[src/rtl/panel_scan_pkg.sv]
package panel_scan_pkg;
  // configuration field widths
  parameter int DIV_W     = 8;
  parameter int HP_LO_W   = 8;
  parameter int HP_HI_W   = 2;
  parameter int HS_LO_W   = 6;
  parameter int HS_HI_W   = 4;
  parameter int WID_W     = 7;
  parameter int WID_SHIFT = 4;
  parameter int VP_W      = 8;
  parameter int VS_W      = 6;
  parameter int LN_W      = 11;

  localparam int HP_W  = HP_LO_W + HP_HI_W;
  localparam int HS_W  = HS_LO_W + HS_HI_W;
  localparam int H_MAX = (1 << HS_W) + 2 * (1 << HP_W) + ((1 << WID_W) << WID_SHIFT);
  localparam int V_MAX = (1 << VS_W) + 2 * ((1 << VP_W) - 1) + (1 << LN_W);
  localparam int H_CNT_W = $clog2(H_MAX + 1);
  localparam int V_CNT_W = $clog2(V_MAX + 1);

  typedef struct packed {
    logic [H_CNT_W-1:0] sync_len;
    logic [H_CNT_W-1:0] back_len;
    logic [H_CNT_W-1:0] act_len;
    logic [H_CNT_W-1:0] front_len;
  } h_geom_t;

  typedef struct packed {
    logic [V_CNT_W-1:0] sync_len;
    logic [V_CNT_W-1:0] back_len;
    logic [V_CNT_W-1:0] act_len;
    logic [V_CNT_W-1:0] front_len;
  } v_geom_t;
endpackage

[src/rtl/scan_field_decode.sv]
module scan_field_decode
  import panel_scan_pkg::*;
(
  input  logic [DIV_W-1:0]   div_i,
  input  logic [HS_LO_W-1:0] hsync_lo_i,
  input  logic [HS_HI_W-1:0] hsync_hi_i,
  input  logic [HP_LO_W-1:0] hback_lo_i,
  input  logic [HP_HI_W-1:0] hback_hi_i,
  input  logic [HP_LO_W-1:0] hfront_lo_i,
  input  logic [HP_HI_W-1:0] hfront_hi_i,
  input  logic [WID_W-2:0]   width_lo_i,
  input  logic               width_hi_i,
  input  logic [VS_W-1:0]    vsync_i,
  input  logic [VP_W-1:0]    vback_i,
  input  logic [VP_W-1:0]    vfront_i,
  input  logic [LN_W-2:0]    lines_lo_i,
  input  logic               lines_hi_i,
  output logic [DIV_W-1:0]   div_eff_o,
  output h_geom_t            h_geom_o,
  output v_geom_t            v_geom_o
);
  localparam logic [H_CNT_W-1:0] H_ONE   = {{(H_CNT_W-1){1'b0}}, 1'b1};
  localparam logic [V_CNT_W-1:0] V_ONE   = {{(V_CNT_W-1){1'b0}}, 1'b1};
  localparam logic [DIV_W-1:0]   DIV_MIN = {{(DIV_W-2){1'b0}}, 2'b10};

  always_comb begin
    // divisors below the legal minimum are treated as the minimum
    div_eff_o = (div_i < DIV_MIN) ? DIV_MIN : div_i;
    // horizontal: every length stored minus one, wide ones split in two parts
    h_geom_o.sync_len  = {{(H_CNT_W-HS_W){1'b0}}, hsync_hi_i, hsync_lo_i} + H_ONE;
    h_geom_o.back_len  = {{(H_CNT_W-HP_W){1'b0}}, hback_hi_i, hback_lo_i} + H_ONE;
    h_geom_o.front_len = {{(H_CNT_W-HP_W){1'b0}}, hfront_hi_i, hfront_lo_i} + H_ONE;
    h_geom_o.act_len   = ({{(H_CNT_W-WID_W){1'b0}}, width_hi_i, width_lo_i} + H_ONE)
                         << WID_SHIFT;
    // vertical: porches stored as plain counts, sync and lines minus one
    v_geom_o.sync_len  = {{(V_CNT_W-VS_W){1'b0}}, vsync_i} + V_ONE;
    v_geom_o.back_len  = {{(V_CNT_W-VP_W){1'b0}}, vback_i};
    v_geom_o.front_len = {{(V_CNT_W-VP_W){1'b0}}, vfront_i};
    v_geom_o.act_len   = {{(V_CNT_W-LN_W){1'b0}}, lines_hi_i, lines_lo_i} + V_ONE;
  end
endmodule

[src/rtl/scan_pclk_div.sv]
module scan_pclk_div
  import panel_scan_pkg::*;
(
  input  logic             clk_i,
  input  logic             rst_ni,
  input  logic             clear_i,
  input  logic             start_i,
  input  logic [DIV_W-1:0] div_i,
  output logic             tick_o,
  output logic             rise_o,
  output logic             pclk_lvl_o
);
  localparam logic [DIV_W-1:0] ONE = {{(DIV_W-1){1'b0}}, 1'b1};

  logic [DIV_W-1:0] cnt_q, cnt_d, half;
  logic             lvl_q, lvl_d, run;

  always_comb begin
    half   = div_i >> 1;
    run    = !clear_i && !start_i;
    tick_o = run && (cnt_q == div_i - ONE);
    rise_o = run && (cnt_q == half - ONE);
    cnt_d  = cnt_q;
    lvl_d  = lvl_q;
    if (!run) begin
      cnt_d = '0;
      lvl_d = 1'b0;
    end else if (tick_o) begin
      cnt_d = '0;
      lvl_d = 1'b0;
    end else begin
      cnt_d = cnt_q + ONE;
      if (rise_o) lvl_d = 1'b1;
    end
  end

  always_ff @(posedge clk_i or negedge rst_ni) begin
    if (!rst_ni) begin
      cnt_q <= '0;
      lvl_q <= 1'b0;
    end else begin
      cnt_q <= cnt_d;
      lvl_q <= lvl_d;
    end
  end

  assign pclk_lvl_o = lvl_q;
endmodule

[src/rtl/scan_axis_counter.sv]
module scan_axis_counter #(
  parameter int CW = 13
) (
  input  logic          clk_i,
  input  logic          rst_ni,
  input  logic          clear_i,
  input  logic          start_i,
  input  logic          step_i,
  input  logic [CW-1:0] sync_len_i,
  input  logic [CW-1:0] back_len_i,
  input  logic [CW-1:0] act_len_i,
  input  logic [CW-1:0] front_len_i,
  output logic [CW-1:0] pos_o,
  output logic          last_o,
  output logic          act_last_o,
  output logic          in_sync_o,
  output logic          in_act_o
);
  localparam logic [CW-1:0] ONE = {{(CW-1){1'b0}}, 1'b1};

  logic [CW-1:0] pos_q, pos_d, act_beg, act_end, total;
  logic          sync_q, sync_d, act_q, act_d;

  always_comb begin
    act_beg    = sync_len_i + back_len_i;
    act_end    = act_beg + act_len_i;
    total      = act_end + front_len_i;
    last_o     = (pos_q == total - ONE);
    act_last_o = (pos_q == act_end - ONE);
    pos_d  = pos_q;
    sync_d = sync_q;
    act_d  = act_q;
    if (clear_i) begin
      pos_d  = '0;
      sync_d = 1'b0;
      act_d  = 1'b0;
    end else if (start_i || step_i) begin
      pos_d  = (start_i || last_o) ? '0 : pos_q + ONE;
      // phase flags follow the new position: sync, back, active, front
      sync_d = (pos_d < sync_len_i);
      act_d  = (pos_d >= act_beg) && (pos_d < act_end);
    end
  end

  always_ff @(posedge clk_i or negedge rst_ni) begin
    if (!rst_ni) begin
      pos_q  <= '0;
      sync_q <= 1'b0;
      act_q  <= 1'b0;
    end else begin
      pos_q  <= pos_d;
      sync_q <= sync_d;
      act_q  <= act_d;
    end
  end

  assign pos_o     = pos_q;
  assign in_sync_o = sync_q;
  assign in_act_o  = act_q;
endmodule

[src/rtl/panel_scan_gen.sv]
module panel_scan_gen
  import panel_scan_pkg::*;
(
  input  logic               clk_i,
  input  logic               rst_ni,
  input  logic               enable_i,
  input  logic [DIV_W-1:0]   div_i,
  input  logic [HS_LO_W-1:0] hsync_lo_i,
  input  logic [HS_HI_W-1:0] hsync_hi_i,
  input  logic [HP_LO_W-1:0] hback_lo_i,
  input  logic [HP_HI_W-1:0] hback_hi_i,
  input  logic [HP_LO_W-1:0] hfront_lo_i,
  input  logic [HP_HI_W-1:0] hfront_hi_i,
  input  logic [WID_W-2:0]   width_lo_i,
  input  logic               width_hi_i,
  input  logic [VS_W-1:0]    vsync_i,
  input  logic [VP_W-1:0]    vback_i,
  input  logic [VP_W-1:0]    vfront_i,
  input  logic [LN_W-2:0]    lines_lo_i,
  input  logic               lines_hi_i,
  input  logic               inv_hsync_i,
  input  logic               inv_vsync_i,
  input  logic               inv_pclk_i,
  input  logic               edge_sync_en_i,
  input  logic               edge_rise_i,
  output logic               pclk_o,
  output logic               pix_ce_o,
  output logic               hsync_o,
  output logic               vsync_o,
  output logic               de_o,
  output logic [H_CNT_W-1:0] px_cnt_o,
  output logic [V_CNT_W-1:0] ln_cnt_o,
  output logic               sof_o,
  output logic               eof_o
);
  logic [DIV_W-1:0] div_eff;
  h_geom_t          h_geom;
  v_geom_t          v_geom;
  logic clear, start, tick, rise_ev, pclk_lvl, line_wrap, rise_mode;
  logic h_last, h_act_last, h_sync, h_act;
  logic v_last, v_act_last, v_sync, v_act;
  logic run_q, ce_q, sof_q, eof_q, hs_pin_q, vs_pin_q;
  logic run_d, ce_d, sof_d, eof_d, hs_pin_d, vs_pin_d;

  scan_field_decode u_dec (
    .div_i, .hsync_lo_i, .hsync_hi_i, .hback_lo_i, .hback_hi_i,
    .hfront_lo_i, .hfront_hi_i, .width_lo_i, .width_hi_i,
    .vsync_i, .vback_i, .vfront_i, .lines_lo_i, .lines_hi_i,
    .div_eff_o(div_eff), .h_geom_o(h_geom), .v_geom_o(v_geom)
  );

  assign clear     = !enable_i;
  assign start     = enable_i && !run_q;
  assign line_wrap = tick && h_last;
  assign rise_mode = edge_sync_en_i && edge_rise_i;

  scan_pclk_div u_div (
    .clk_i, .rst_ni, .clear_i(clear), .start_i(start), .div_i(div_eff),
    .tick_o(tick), .rise_o(rise_ev), .pclk_lvl_o(pclk_lvl)
  );

  scan_axis_counter #(.CW(H_CNT_W)) u_hax (
    .clk_i, .rst_ni, .clear_i(clear), .start_i(start), .step_i(tick),
    .sync_len_i(h_geom.sync_len), .back_len_i(h_geom.back_len),
    .act_len_i(h_geom.act_len), .front_len_i(h_geom.front_len),
    .pos_o(px_cnt_o), .last_o(h_last), .act_last_o(h_act_last),
    .in_sync_o(h_sync), .in_act_o(h_act)
  );

  scan_axis_counter #(.CW(V_CNT_W)) u_vax (
    .clk_i, .rst_ni, .clear_i(clear), .start_i(start), .step_i(line_wrap),
    .sync_len_i(v_geom.sync_len), .back_len_i(v_geom.back_len),
    .act_len_i(v_geom.act_len), .front_len_i(v_geom.front_len),
    .pos_o(ln_cnt_o), .last_o(v_last), .act_last_o(v_act_last),
    .in_sync_o(v_sync), .in_act_o(v_act)
  );

  always_comb begin
    run_d = enable_i;
    ce_d  = start || tick;
    sof_d = start || (line_wrap && v_last);
    eof_d = tick && h_act_last && v_act_last;
    hs_pin_d = hs_pin_q;
    vs_pin_d = vs_pin_q;
    if (clear || start) begin
      hs_pin_d = 1'b0;
      vs_pin_d = 1'b0;
    end else if (rise_ev) begin
      hs_pin_d = h_sync;
      vs_pin_d = v_sync;
    end
  end

  always_ff @(posedge clk_i or negedge rst_ni) begin
    if (!rst_ni) begin
      run_q    <= 1'b0;
      ce_q     <= 1'b0;
      sof_q    <= 1'b0;
      eof_q    <= 1'b0;
      hs_pin_q <= 1'b0;
      vs_pin_q <= 1'b0;
    end else begin
      run_q    <= run_d;
      ce_q     <= ce_d;
      sof_q    <= sof_d;
      eof_q    <= eof_d;
      hs_pin_q <= hs_pin_d;
      vs_pin_q <= vs_pin_d;
    end
  end

  assign pclk_o   = pclk_lvl ^ inv_pclk_i;
  assign hsync_o  = (rise_mode ? hs_pin_q : h_sync) ^ inv_hsync_i;
  assign vsync_o  = (rise_mode ? vs_pin_q : v_sync) ^ inv_vsync_i;
  assign de_o     = h_act && v_act;
  assign pix_ce_o = ce_q;
  assign sof_o    = sof_q;
  assign eof_o    = eof_q;
endmodule

[config.mk]
export PLATFORM = sky130hd
export DESIGN_NAME = panel_scan_gen
export DESIGN_NICKNAME = d
export VERILOG_FILES = /design/src/rtl/panel_scan_pkg.sv /design/src/rtl/scan_field_decode.sv /design/src/rtl/scan_pclk_div.sv /design/src/rtl/scan_axis_counter.sv /design/src/rtl/panel_scan_gen.sv
export SDC_FILE = /design/constraint.sdc
export NUM_CORES = 1
export LEC_CHECK = 0
export ABC_CLOCK_PERIOD_IN_PS = 3770
export BUFFER_PORTS_ARGS = -buffer_cell sky130_fd_sc_hd__buf_2
export CAP_MARGIN = 20
export CORE_MARGIN = 2
export CORE_UTILIZATION = 40
export CTS_BUF_LIST = sky130_fd_sc_hd__clkbuf_8
export CTS_CLUSTER_SIZE = 14
export DETAILED_ROUTE_END_ITERATION = 10
export PLACE_DENSITY = 0.63
export SYNTH_ARGS = -nofsm -noshare
export SYNTH_HDL_FRONTEND = slang
export SYNTH_SLANG_ARGS = --single-unit
export TNS_END_PERCENT = 30
[constraint.sdc]
create_clock -name clk_i -period 3.77 [get_ports clk_i]
set_clock_uncertainty 0.1 [all_clocks]
set_input_delay 0.1885 -clock clk_i [delete_from_list [all_inputs] [get_ports clk_i]]
set_output_delay 0.1885 -clock clk_i [all_outputs]
set_load 0.02 [all_outputs]
==> flow_summary.toml, run 1 <==
[run_status]
status = "finished, violations left"
violations = "negative setup slack"

[logic_synthesis]
synth_area_um2 = 8420
synth_edf_count = 0
yosys.cell_types.count = 79
synth_ff_type = "dfrtp_1"
synth-seq-area-share_pct = 13.1
synth_fp_nets = 1292
synthArstFlopShare_pct = 100
avgSynthCellArea_um2 = 7.78
ys.warnings.count = 0
synth_cells = 1083
synth_seq_cells = 44

[cells_and_area]
final_common_cell = "buf_4"
finalNetCount = 1693
area_delta_synth_final_pct = 50.6
finalNonFillerCells = 1760
final_cell_mix = "buf_4 (296), buf_2 (113), xnor2_1 (102), ha_1 (101), inv_1 (91)"
diodes = 0
utilization_pct = 60.9
drive_gt1_share_pct = 38.7

[worst_setup_path]
startpoint_type = "input pin"
critPathArrivalTime_ps = 6450
slowest_stage = "fa_2"
crit_family = "compound AO/OA/AOI/OAI gates"
crit_fanout = 4
crit_required_ps = 3890
cpMostUsedCell = "ha_4"
cp.buffers_inverters = 4
max_stage_delay_ps = 560
critPathKind = "in2reg"
cp-end-kind = "register"

[clock_tree]
clockBufferDepth = 2
h-tree-depth = 2
cts_root_buf = "clkbuf_8"
cts_sinks = 44
cts_inserted_buffers = 5
path_clk_slew_ps = 110
clock_latency_ps = 320
cts_tree = "yes"

[timing]
hold_viol = 0
fin_crit_sh_pct = 168
finalCriticalPeriod_ps = 6330
relSlewSlack_pct = 53.4
timing.fmax_ghz = 0.158
rsz0062_at_grt = "true"
worst_pin_slew_ps = 694
finalSetupViolCount = 31
fin_ws_ps = -2560
drv_slew = 0

[drt]
vias = 9413
routedWlPerCell_um = 16.2
firstDrtPassIters = 5
drt_first_iter_violations = 540
wirelength_um = 28600
drc_errors = 0
postRouteAntennaNets = 0
routed_via_density = 5.35

[global_routing]
grt_pass1_wl_um = 45300
grt_max_degree = 45
antenna_found_initial = 0
grt_remaining_overflow = 0
track_usage_pct = 25.2
grt_pass1_vias = 9217

[placement]
pre_cts_ws_ps = -3050
hpwl_um = 22300
placedCellCount = 1700
finalWeightedCongestion = 0.929
portBuffers = 117

[min_path]
hp-class = "in2async"

[flow_run]
cap_violations = 0

[power_and_ir_drop]
ir_drop_v = 0.000237
power.leakage_nw = 6.39
powerDensity_nw_per_um2 = 437

[die]
core_area_um2 = 20800
io_pins = 118
start_util_pct = 40.5
die_x_um = 149
die_h_um = 149
die_area_um2 = 22200
rows = 53
worst paths after layout:
path	from	cells past startpoint	to	slack (ps)
min in group clk_i	enable_i	2	u_hax.pos_o[3]	170
max in group asynchronous	rst_ni	3	u_vax.pos_o[0]	2980
min	rst_ni	2	u_hax.pos_o[1]	120
min reg2reg	hs_pin_q	2	hs_pin_q	430
max	vsync_i[0]	34	u_vax.in_act_o	-2560
max reg2reg	u_vax.pos_o[2]	20	u_vax.in_act_o	-20
metrics by stage:
stage	instance area (µm²)	total power, mW	hold WS [ps]	TNS [ps]
4_1_cts	12400	5.25	166	-44430
2_1_floorplan	8610	2.79	-207	-37200
3_5_place_dp	11300	4.32	331	-59040
6_report	12700	5.55	123	-48780
3_3_place_gp	11300	4.27	321	-56080
5_1_grt	12700	5.95	142	-56610
cell families (layout without fill, tap and decap cells):
| family | Yosys count | in the layout | share of synthesized area (%) |
|---|---|---|---|
| AOI/OAI and AO/OA | 251 | 251 | 20.6 |
| xor gates and xnor gates | 170 | 170 | 18.0 |
| muxes | 11 | 11 | 1.32 |
| adders and majority gates | 125 | 125 | 19.0 |
| DFF | 44 | 44 | 13.1 |
| buffers and inverters | 137 | 539 | 6.68 |
| and+or+nand+nor | 345 | 345 | 21.2 |
routing by layer:
layer / up-vias / wire [µm] / global-route usage [%]
met5: - / 0 / 0
met4: 0 / 660 / 6.52
met3: 48 / 1680 / 2.81
met2: 296 / 13100 / 41.1
met1: 4455 / 13200 / 35.6
li1: 4614 / - / -
timing repair:
| item | CTS | global route |
|---|---|---|
| buffers inserted | 37 | 14 |
| pin swaps | 61 | 61 |
| resized for setup | 130 | 41 |
| hold buffers | 1 | 0 |
| endpoints found under the hold margin | 34 | 0 |
| cloned | 2 | 0 |
| setup endpoints to repair | 31 | 31 |
synth_stat cells (4+ instances only):
| cell type | count | area share, % |
|---|---|---|
| a211oi_1 | 9 | 0.80 |
| a21boi_0 | 5 | 0.45 |
| a21o_1 | 39 | 3.5 |
| a21oi_1 | 44 | 2.6 |
| a31oi_1 | 8 | 0.59 |
| a41oi_1 | 5 | 0.52 |
| and2_1 | 18 | 1.3 |
| and3_1 | 24 | 1.8 |
| buf_2 | 14 | 0.83 |
| clkbuf_1 | 21 | 0.94 |
| dfrtp_1 | 44 | 13 |
| fa_1 | 6 | 1.4 |
| ha_1 | 117 | 17 |
| inv_1 | 94 | 4.2 |
| mux2i_1 | 10 | 1.2 |
| nand2_1 | 66 | 2.9 |
| nand2b_1 | 21 | 1.6 |
| nand3_1 | 55 | 3.3 |
| nand4_1 | 13 | 0.97 |
| nor2_1 | 65 | 2.9 |
| nor2b_1 | 20 | 1.5 |
| nor3_1 | 24 | 1.4 |
| nor3b_1 | 5 | 0.45 |
| nor4_1 | 7 | 0.52 |
| o2111ai_1 | 8 | 0.83 |
| o211ai_1 | 12 | 1.1 |
| o21a_1 | 13 | 1.2 |
| o21ai_0 | 47 | 2.8 |
| o21bai_1 | 4 | 0.36 |
| o2bb2ai_1 | 5 | 0.52 |
| o31ai_1 | 12 | 1.1 |
| or2_2 | 8 | 0.59 |
| or3_1 | 5 | 0.37 |
| xnor2_1 | 110 | 11 |
| xor2_1 | 58 | 6.0 |
registers in the layout (all words and copies together) (netlist names):
signal / count
u_div.cnt_q: 8
hs_pin_q: 1
pix_ce_o: 1
u_hax.pos_o: 13
vs_pin_q: 1
u_vax.in_act_o: 1
sof_o: 1
u_vax.pos_o: 12
u_hax.in_act_o: 1
u_div.pclk_lvl_o: 1
run_q: 1
u_vax.in_sync_o: 1
u_hax.in_sync_o: 1
eof_o: 1
where the power goes:
part	total, mW	leakage (nW)	switching [mW]	internal, mW
Combinational	4.66	5.73	2.28	2.38
Sequential	0.493	0.607	0.0131	0.480
Clock	0.395	0.0548	0.195	0.200
final cells by class:
cell class	count	area [µm²]
Clock buffer	5	68.8
Clock inverter	3	46.3
Fill cell	1821	8130
Inverter	95	364
Multi-Input combinational cell	902	7610
Sequential cell	44	1100
Tap cell	275	344
Timing Repair Buffer	436	3150
Note: power is estimated with default switching activity, not from simulation.
==> run 2: changes to the inputs <==
PLACE_DENSITY = 0.62   (was 0.63)
SYNTH_HIERARCHICAL = 1   (was default)
==> run 2 against run 1 <==
Register-to-register slack got worse by 510 ps. Global-route usage decreased by 3.5 points. Largest cell class unchanged. Worst hold slack improved by 120 ps. Final area increased by 18%. Critical endpoint is now u_hax/in_act_o. The run still ends with negative setup slack left. Routed wire length increased by 10%.
==> flow_summary.toml, run 2 <==
[run_status]
status = "finished, violations left"
violations = "negative setup slack"

[logic_synthesis]
synth_cells = 1377
synth_commonest_cells = "ha_1 (169), inv_1 (161), xnor2_1 (126)"
synth_top_family_by_area = "adder cells"
yosys.area.top_type = "ha_1"
synth_seq_cells = 44
synthArstFlopShare_pct = 100
synth-compound-area-share_pct = 18.9
synth.area.mux_share_pct = 0.568
synth-seq-area-share_pct = 10.4
ys.warnings.count = 6
ys_top_cells_by_area = "ha_1 (20%), xnor2_1 (10%), dfrtp_1 (10%)"
synth_xor_area_share_pct = 17.4
synth_ff_type = "dfrtp_1"
avgSynthCellArea_um2 = 7.68
synth_most_common_cell = "ha_1"
synth_fa_ha_area_share_pct = 21.1
yosys.cell_types.count = 93
synth_edf_count = 0
synth-simple-area-share_pct = 20.9
synth_top_area_share_pct = 20.0
synth_area_um2 = 10600

[worst_setup_path]
regToRegSetupSlack_ps = -530
startpoint_type = "input pin"
cpMostUsedCell = "ha_4"
critPathKind = "in2reg"
cp-end-kind = "register"
crit_required_ps = 3940
slowest_stage = "fa_2"
crit_fanout = 4
max_stage_delay_ps = 350
critPathArrivalTime_ps = 7010

[clock_tree]
clockBufferDepth = 2
path_clk_slew_ps = 110
cts_tree = "yes"
cts_sinks = 44
h-tree-depth = 2
cts_root_buf = "clkbuf_8"
clock_latency_ps = 330
cts_inserted_buffers = 5

[drt]
wirelength_um = 31500
routedWlPerCell_um = 14.7
vias = 11100
routed_via_density = 5.18
drt_first_iter_violations = 476
drc_errors = 0
postRouteAntennaNets = 0
firstDrtPassIters = 5

[die]
die_x_um = 167
io_pins = 118
die_area_um2 = 27700
core_area_um2 = 26000
die_h_um = 167
start_util_pct = 40.7
rows = 59

[placement]
pre_cts_ws_ps = -3720
portBuffers = 117
dpl_cell_area_um2 = 13900
finalWeightedCongestion = 0.888
hpwl_um = 25500

[timing]
rsz0062_at_grt = "true"
drv_slew = 0
finalCriticalPeriod_ps = 6850
fin_crit_sh_pct = 182
timing.fmax_ghz = 0.146
hold_viol = 0
finalSetupViolCount = 31
worst_pin_slew_ps = 691
fin_worst_hold_slack_ps = 246
fin_ws_ps = -3080
relSlewSlack_pct = 53.8

[global_routing]
grt_max_degree = 28
grt_remaining_overflow = 0
antenna_found_initial = 0
grt_pass1_vias = 10900
grt_pass1_wl_um = 50700
track_usage_pct = 21.8

[power_and_ir_drop]
power.leakage_nw = 7.60
ir_drop_v = 0.000501
powerDensity_nw_per_um2 = 492
p_total_mw = 7.40

[flow_run]
cap_violations = 0

[cells_and_area]
diodes = 0
stdcell_area_um2 = 15000
drive_gt1_share_pct = 37.0
fill_cells = 2429
area_delta_synth_final_pct = 42.1
final_common_cell = "buf_4"
largest_reg_flops = 13
finalNetCount = 2064
final_cell_mix = "buf_4 (347), inv_1 (153), ha_1 (143), xnor2_1 (121), buf_2 (112)"

[min_path]
hp-class = "in2async"
[run 2: cell families (layout without fill, tap and decap cells)]
kind of cell	Yosys count	after routing
compound gates	300	303
xor+xnor	201	201
fa+ha+maj	175	175
buf+inv	247	648
flops	44	44
mux	6	6
other cells	1	24
simple gates	403	403
[run 2: cell type report]
| cell class | count | area [µm²] | area share [%] |
|---|---|---|---|
| repair buffers | 477 | 3390 | 22.6 |
| clock inverters | 3 | 46.3 | 0.308 |
| inverters | 163 | 612 | 4.07 |
| well taps | 335 | 419 | 2.79 |
| flip-flops and latches | 44 | 1100 | 7.33 |
| multi-input cells | 1112 | 9390 | 62.5 |
| clock buffers | 5 | 68.8 | 0.458 |
[run 2: repair_timing]
| action | 4_1_cts | 5_1_grt |
|---|---|---|
| endpoints found under the hold margin | 18 | 0 |
| buffers inserted | 15 | 12 |
| endpoints found under the setup margin | 31 | 31 |
| resized for setup | 81 | 84 |
| gates cloned | 2 | 1 |
| hold buffers | 2 | 0 |
| pin swaps | 68 | 47 |
[run 2: worst paths after layout]
path / start / endpoint / cells after the start
worst max-delay path: hback_lo_i[1] / u_hax/in_act_o / 38
worst min-delay path: rst_ni / u_vax/pos_o[9] / 2
worst max register to register: u_vax/pos_o[3] / u_vax/in_act_o / 19
worst min register to register: vs_pin_q / vs_pin_q / 2
max in group asynchronous: rst_ni / u_hax/pos_o[10] / 3
min in group clk_i: vs_pin_q / vs_pin_q / 2
[run 2: routing by layer]
metal / vias to the layer above / global-route usage, % / share of wire (%)
li1: 5618 / - / -
met1: 5190 / 26.7 / 44
met2: 233 / 41.4 / 51
met3: 45 / 2.26 / 3.5
met4: 0 / 3.90 / 1.6
met5: - / 0 / 0
[run 2: worst max-delay path: cells and delay by family]
| family | cells | cell delay [ps] |
|---|---|---|
| buffers and inverters | 6 | 570 |
| AOI/OAI and AO/OA | 16 | 2870 |
| and+or+nand+nor | 7 | 1210 |
| adders and majority gates | 6 | 1590 |
| xor gates and xnor gates | 3 | 560 |
[run 2: per-stage QoR]
stage / util [%] / setup TNS (ps) / cells
floorplan: - / -57530 / 1400
global placement: 53.4 / -71940 / 2099
detailed placement: 53.4 / -76910 / 2099
CTS: 55.7 / -60700 / 2126
global route: 57.8 / -70710 / 2139
finish: 57.8 / -64210 / 2139
[run 2: where the power goes]
part	total, mW	switching [mW]	internal (mW)	leakage [nW]
registers	0.486	0.00815	0.478	0.607
logic	6.51	3.13	3.38	6.94
clock network	0.402	0.202	0.200	0.0548
total	7.40	3.34	4.06	7.60
